File: src/rtl/qmul_pkg.sv
package qmul_pkg;
    localparam int unsigned XW      = 32;
    localparam int unsigned HW      = XW / 2;
    localparam int unsigned PW      = 2 * XW;
    localparam int unsigned SEC_W   = 10;
    localparam int unsigned IDX_W   = 4;

    localparam logic [7:0]       PRI_OP   = 8'h93;
    localparam logic [SEC_W-1:0] SEC_F32N = 10'h02;
    localparam logic [SEC_W-1:0] SEC_F64W = 10'h1B;
    localparam logic [SEC_W-1:0] SEC_L32N = 10'h01;
    localparam logic [SEC_W-1:0] SEC_L64W = 10'h19;
    localparam logic [SEC_W-1:0] SEC_U32N = 10'h00;
    localparam logic [SEC_W-1:0] SEC_U64W = 10'h18;
    localparam logic [SEC_W-1:0] SEC_H16  = 10'h05;

    typedef enum logic [2:0] {
        FM_FULL_N, FM_FULL_W, FM_LO_N, FM_LO_W,
        FM_HI_N,   FM_HI_W,   FM_HALF, FM_NONE
    } fmode_e;

    typedef struct packed {
        fmode_e           mode;
        logic [1:0]       shamt;
        logic [IDX_W-1:0] dst;
    } dec_t;

    typedef struct packed {
        logic             vld;
        logic             wide;
        logic             undef;
        logic             illegal;
        logic [IDX_W-1:0] dst;
        logic [PW-1:0]    data;
    } res_t;
endpackage

File: src/rtl/qmul_decode.sv
module qmul_decode
    import qmul_pkg::*;
(
    input  logic [XW-1:0] instr,
    output dec_t          dec
);
    logic [SEC_W-1:0] sec;

    always_comb begin
        sec       = instr[27:18];
        dec.shamt = instr[17:16];
        dec.dst   = instr[31:28];
        dec.mode  = FM_NONE;
        if (instr[7:0] == PRI_OP) begin
            unique case (sec)
                SEC_F32N: dec.mode = FM_FULL_N;
                SEC_F64W: dec.mode = FM_FULL_W;
                SEC_L32N: dec.mode = FM_LO_N;
                SEC_L64W: dec.mode = FM_LO_W;
                SEC_U32N: dec.mode = FM_HI_N;
                SEC_U64W: dec.mode = FM_HI_W;
                SEC_H16:  dec.mode = FM_HALF;
                default:  dec.mode = FM_NONE;
            endcase
        end
    end
endmodule

File: src/rtl/qmul_core.sv
module qmul_core
    import qmul_pkg::*;
(
    input  fmode_e        mode,
    input  logic          shift,
    input  logic [XW-1:0] opa,
    input  logic [XW-1:0] opb,
    output logic [PW-1:0] data,
    output logic          wide
);
    localparam logic [HW-1:0] MIN_H = {1'b1, {(HW-1){1'b0}}};
    localparam logic [XW-1:0] MAX_F = {1'b0, {(XW-1){1'b1}}};

    logic signed [XW-1:0] a_s, b_s;
    logic signed [PW-1:0] prod, shf;
    logic                 sat;

    always_comb begin
        a_s = opa;
        if (mode == FM_HALF) a_s = {{HW{opa[HW-1]}}, opa[HW-1:0]};
        unique case (mode)
            FM_LO_N, FM_LO_W, FM_HALF: b_s = {{HW{opb[HW-1]}}, opb[HW-1:0]};
            FM_HI_N, FM_HI_W:          b_s = {{HW{opb[XW-1]}}, opb[XW-1:HW]};
            default:                   b_s = opb;
        endcase
        prod = a_s * b_s;
        shf  = shift ? (prod <<< 1) : prod;
        sat  = (mode == FM_HALF) && shift
               && (opa[HW-1:0] == MIN_H) && (opb[HW-1:0] == MIN_H);
        unique case (mode)
            FM_FULL_N:                   data = {{XW{1'b0}}, shf[PW-1:XW]};
            FM_FULL_W, FM_LO_W, FM_HI_W: data = shf;
            FM_LO_N, FM_HI_N:            data = {{XW{1'b0}}, shf[XW+HW-1:HW]};
            FM_HALF:                     data = {{XW{1'b0}}, sat ? MAX_F : shf[XW-1:0]};
            default:                     data = '0;
        endcase
        wide = (mode == FM_FULL_W) || (mode == FM_LO_W) || (mode == FM_HI_W);
    end
endmodule

File: src/rtl/qmul_unit.sv
module qmul_unit
    import qmul_pkg::*;
(
    input  logic             clk,
    input  logic             rst_n,
    input  logic             in_valid,
    input  logic [XW-1:0]    instr,
    input  logic [XW-1:0]    opnd_a,
    input  logic [XW-1:0]    opnd_b,
    output logic             out_valid,
    output logic             out_wide,
    output logic             out_undef,
    output logic             out_illegal,
    output logic [IDX_W-1:0] out_dst,
    output logic [PW-1:0]    out_data
);
    dec_t          dec;
    logic [PW-1:0] core_data;
    logic          core_wide;
    res_t          r_d, r_q;

    qmul_decode u_dec (.instr(instr), .dec(dec));

    qmul_core u_core (
        .mode (dec.mode),
        .shift(dec.shamt[0]),
        .opa  (opnd_a),
        .opb  (opnd_b),
        .data (core_data),
        .wide (core_wide)
    );

    always_comb begin
        r_d     = r_q;
        r_d.vld = in_valid;
        if (in_valid) begin
            r_d.wide    = core_wide;
            r_d.undef   = dec.shamt[1];
            r_d.illegal = (dec.mode == FM_NONE);
            r_d.dst     = dec.dst;
            r_d.data    = core_data;
        end
    end

    always_ff @(posedge clk) begin
        if (!rst_n) r_q <= '0;
        else        r_q <= r_d;
    end

    assign out_valid   = r_q.vld;
    assign out_wide    = r_q.wide;
    assign out_undef   = r_q.undef;
    assign out_illegal = r_q.illegal;
    assign out_dst     = r_q.dst;
    assign out_data    = r_q.data;

    a_r1_valid_follows: assert property (@(posedge clk) disable iff (!rst_n)
        in_valid |=> out_valid);
    a_r1_idle_clears: assert property (@(posedge clk) disable iff (!rst_n)
        !in_valid |=> !out_valid);
    a_r2_illegal_zero: assert property (@(posedge clk) disable iff (!rst_n)
        (out_valid && out_illegal) |-> (out_data == '0 && !out_wide));
    a_r10_narrow_upper_zero: assert property (@(posedge clk) disable iff (!rst_n)
        (out_valid && !out_wide) |-> (out_data[PW-1:XW] == '0));
    a_r8_half_saturate: assert property (@(posedge clk) disable iff (!rst_n)
        (in_valid && instr[7:0] == PRI_OP && instr[27:18] == SEC_H16
         && instr[17:16] == 2'b01 && opnd_a[HW-1:0] == 16'h8000
         && opnd_b[HW-1:0] == 16'h8000) |=> (out_data == 64'h7FFF_FFFF));
    a_r9_undef_flag: assert property (@(posedge clk) disable iff (!rst_n)
        in_valid |=> (out_undef == $past(instr[17])));
    a_r11_hold: assert property (@(posedge clk) disable iff (!rst_n)
        !in_valid |=> $stable(out_data));
endmodule

File: config.mk
export PLATFORM = sky130hd
export DESIGN_NAME = qmul_unit
export DESIGN_NICKNAME = d
export VERILOG_FILES = /design/src/rtl/qmul_pkg.sv /design/src/rtl/qmul_decode.sv /design/src/rtl/qmul_core.sv /design/src/rtl/qmul_unit.sv
export SDC_FILE = /design/constraint.sdc
export NUM_CORES = 2
export LEC_CHECK = 0
export BUFFER_PORTS_ARGS = -buffer_cell sky130_fd_sc_hd__buf_2
export CORE_MARGIN = 2
export CORE_UTILIZATION = 35
export CTS_BUF_LIST = sky130_fd_sc_hd__clkbuf_8
export CTS_CLUSTER_DIAMETER = 80
export DETAILED_ROUTE_END_ITERATION = 8
export PLACE_DENSITY_LB_ADDON = 0.1
export REMOVE_ABC_BUFFERS = 1
export SYNTH_ARGS = -nofsm -noshare
export SYNTH_HDL_FRONTEND = slang
export SYNTH_SLANG_ARGS = --single-unit
File: constraint.sdc
create_clock -name clk -period 27.9 [get_ports clk]
set_clock_uncertainty 0.15 [all_clocks]
set_input_delay 2.79 -clock clk [delete_from_list [all_inputs] [get_ports clk]]
set_output_delay 2.79 -clock clk [all_outputs]
set_load 0.005 [all_outputs]
==> reports/qor.csv <==
stage,metric,value,unit
sta,Fin Setup TNS,0,ns
sta,Final setup violation count,0,
sta,Final Hold Fails,0,
synth,Async SR Flop Fraction,0,%
worst_setup_path,crit start category,input pin,
synth,yosys warns,0,
final_layout,ratio of cells with drive above 1 in the final layout,7.18,%
clock_tree,CTS tree,done,
worst_setup_path,crit path DAT,15.06,ns
clock_tree,CTS max path bufs,2,
global_route,total gr overflow,0,
detailed_routing,Starting DRT DRC Count,2358,
worst_setup_path,"Top cell by count, worst path",fa_1,
synth,Synth Flop Type,dfxtp_1,
clock_tree,Root Buffer,clkbuf_8,
sta,RSZ-0062 raised after global routing,no,
clock_tree,post_cts resized,0,
sta,Final Cycle Share,53.7,%
global_route,global-route wire length before repair,223,mm
final_layout,"most common cell after layout, fill and taps aside",fa_1,
clock_tree,cts hold-fix bufs,0,
global_route,initial antenna violation count,8,
detailed_routing,routed wire length,145,mm
worst_setup_path,Setup CP Type,in2reg,
sta,clock period minus worst slack,14.97,ns
detailed_routing,first drt pass iteration count,7,
final_layout,most frequent cells in the layout,"1083 x fa_1, 1022 x inv_1, 698 x nand2_1",
synth,sequential share of the synthesized area,3.46,%
worst_setup_path,Worst EP required,27.99,ns
place,gp weighted congestion,0.923,
sta,Worst slew margin,6.22,%
detailed_routing,vias per inst,5.09,
global_route,largest net degree at the start of global routing,76,
die,Rows,126,
job,max_cap viols,0,
global_route,total track usage,24.5,%
clock_tree,Clock Pin Slew Worst Setup and Hold Paths,0.08,ns
final_layout,nets,6108,
place,Detailed Place HPWL,117,mm
die,Total Die Area,122000,sq um
sta,f_max,0.0668,GHz
place,I/O Buffers,162,
detailed_routing,DRT antenna net count,0,
clock_tree,Clock Latency Late Sink,0.37,ns
synth,Synth Instances,4734,
worst_hold_path,worst min-delay path class,reg2reg,
status,status,completed,
synth,Post-synth EDFFs,0,
global_route,vias in the first global route,34200,
clock_tree,CTS buffer count,9,
worst_setup_path,crit path capture type,register,
worst_setup_path,"Slowest-stage cell, CP",fa_1,
clock_tree,H-tree levels,3,
die,starting density of the core,35.3,%
synth,mapped cell area,41600,sq um
final_layout,P&R area growth vs syn,6.58,%
sta,Slew Limit Fails,0,
clock_tree,# clock sinks,72,
synth,#FFs+latches synth,72,
worst_setup_path,delay of the slowest critical-path stage,1.12,ns
die,# IOs,171,
detailed_routing,post-DR wirelength/cell,23.0,um
detailed_routing,Via Count,32000,
synth,Mean Syn Cell Area,8.80,sq um
worst_setup_path,"Max FO, Critical Path",32,
detailed_routing,Remaining DRCs,0,
die,Die Y,349,um
die,Die Wd,349,um
clock_tree,Post-CTS Repair Setup Buffers,0,
final_layout,Finished Core Util,37.6,%
synth,synth unique cells,93,
die,Core Region,118000,sq um
sta,Worst-Margin Slew,1.40,ns
-- synth_stat cells, drive strengths merged, types with 10 or more instances --
cell type | n | share of area, %
xnor2 | 37 | 0.78
or2 | 13 | 0.20
or3 | 15 | 0.23
o21bai | 15 | 0.27
nand3 | 36 | 0.43
nor2b | 130 | 2.0
a21o | 39 | 0.70
nand2b | 16 | 0.24
buf | 37 | 0.48
nor3 | 34 | 0.42
o211ai | 18 | 0.36
xor2 | 14 | 0.29
o21ai | 95 | 1.1
a211oi | 21 | 0.43
and2 | 201 | 3.0
and3 | 18 | 0.28
a31oi | 23 | 0.40
nand4 | 19 | 0.29
nor2 | 320 | 2.9
ha | 183 | 5.5
mux2 | 20 | 0.54
mux2i | 37 | 0.89
nor4 | 11 | 0.18
dfxtp | 72 | 3.5
fa | 1083 | 52
o221ai | 10 | 0.21
o21a | 26 | 0.47
a21oi | 132 | 1.7
inv | 1021 | 9.2
clkbuf | 206 | 1.9
o22ai | 13 | 0.20
nand2 | 699 | 6.3
-- per-stage QoR --
stage          setup WS, ns  area (sq um)  std cells  hold WS [ns]
4_1_cts               12.96         44400       6284         0.291
6_report              12.93         44400       6288         0.289
2_1_floorplan         13.43         40700       4491         0.285
3_5_place_dp          12.59         44100       6268         0.279
3_3_place_gp          12.63         44100       6268         0.278
5_1_grt               12.29         44400       6284         0.317
-- metal layers --
metal / up-vias / track usage, % / share of wire (%)
li1: 14200 / - / -
met1: 16700 / 34.3 / 44
met2: 953 / 41.0 / 48
met3: 130 / 3.08 / 6.2
met4: 4 / 4.35 / 2.1
met5: - / 0 / 0.019
-- logic make-up (layout without fill, tap and decap cells) --
group,after synthesis,in the layout,synth area share [%]
other,0,4,0
adders and majority gates,1266,1266,57.6
buffers and inverters,1266,1280,11.6
AOI/OAI and AO/OA,484,484,7.99
xor gates and xnor gates,51,51,1.07
and+or+nand+nor,1538,1538,16.9
muxes,57,57,1.43
DFF,72,72,3.46
-- worst max-delay path: cells and delay by family --
family | cells | cell delay, ns
buffers and inverters | 9 | 1.77
multiplexers | 1 | 0.85
AO/OA/AOI/OAI | 6 | 2.20
AND/OR/NAND/NOR | 8 | 1.95
adder cells (fa/ha/maj) | 9 | 5.42
-- state kept, by name (all words and copies together) (netlist names) --
name / cells
out_wide: 1
out_undef: 1
out_valid: 1
out_illegal: 1
out_data: 64
out_dst: 4
-- cell type report --
class	count	area, sq um
antenna	4	10.0
fill	12200	73700
multi-input combinational	3396	35500
clock buffer	10	138
sequential	72	1440
clock inverter	6	108
inverter	1023	3840
timing repair buffer	241	1410
tap	1536	1920
-- path summary, 6_finish.rpt --
| kind | cells past startpoint | startpoint | end | slack, ns |
|---|---|---|---|---|
| worst min-delay path | 2 | out_data[43]$_SDFFE_PN0P_ | out_data[43]$_SDFFE_PN0P_ | 0.29 |
| worst max-delay path | 33 | instr[3] | out_data[26]$_SDFFE_PN0P_ | 12.93 |
| worst max register to register | 5 | out_data[29]$_SDFFE_PN0P_ | out_data[29]$_SDFFE_PN0P_ | 26.17 |
| worst min register to register | 2 | out_data[43]$_SDFFE_PN0P_ | out_data[43]$_SDFFE_PN0P_ | 0.29 |
Power is not shown: default switching activity piles up to over one toggle a cycle in this logic, so the estimate is an artifact.
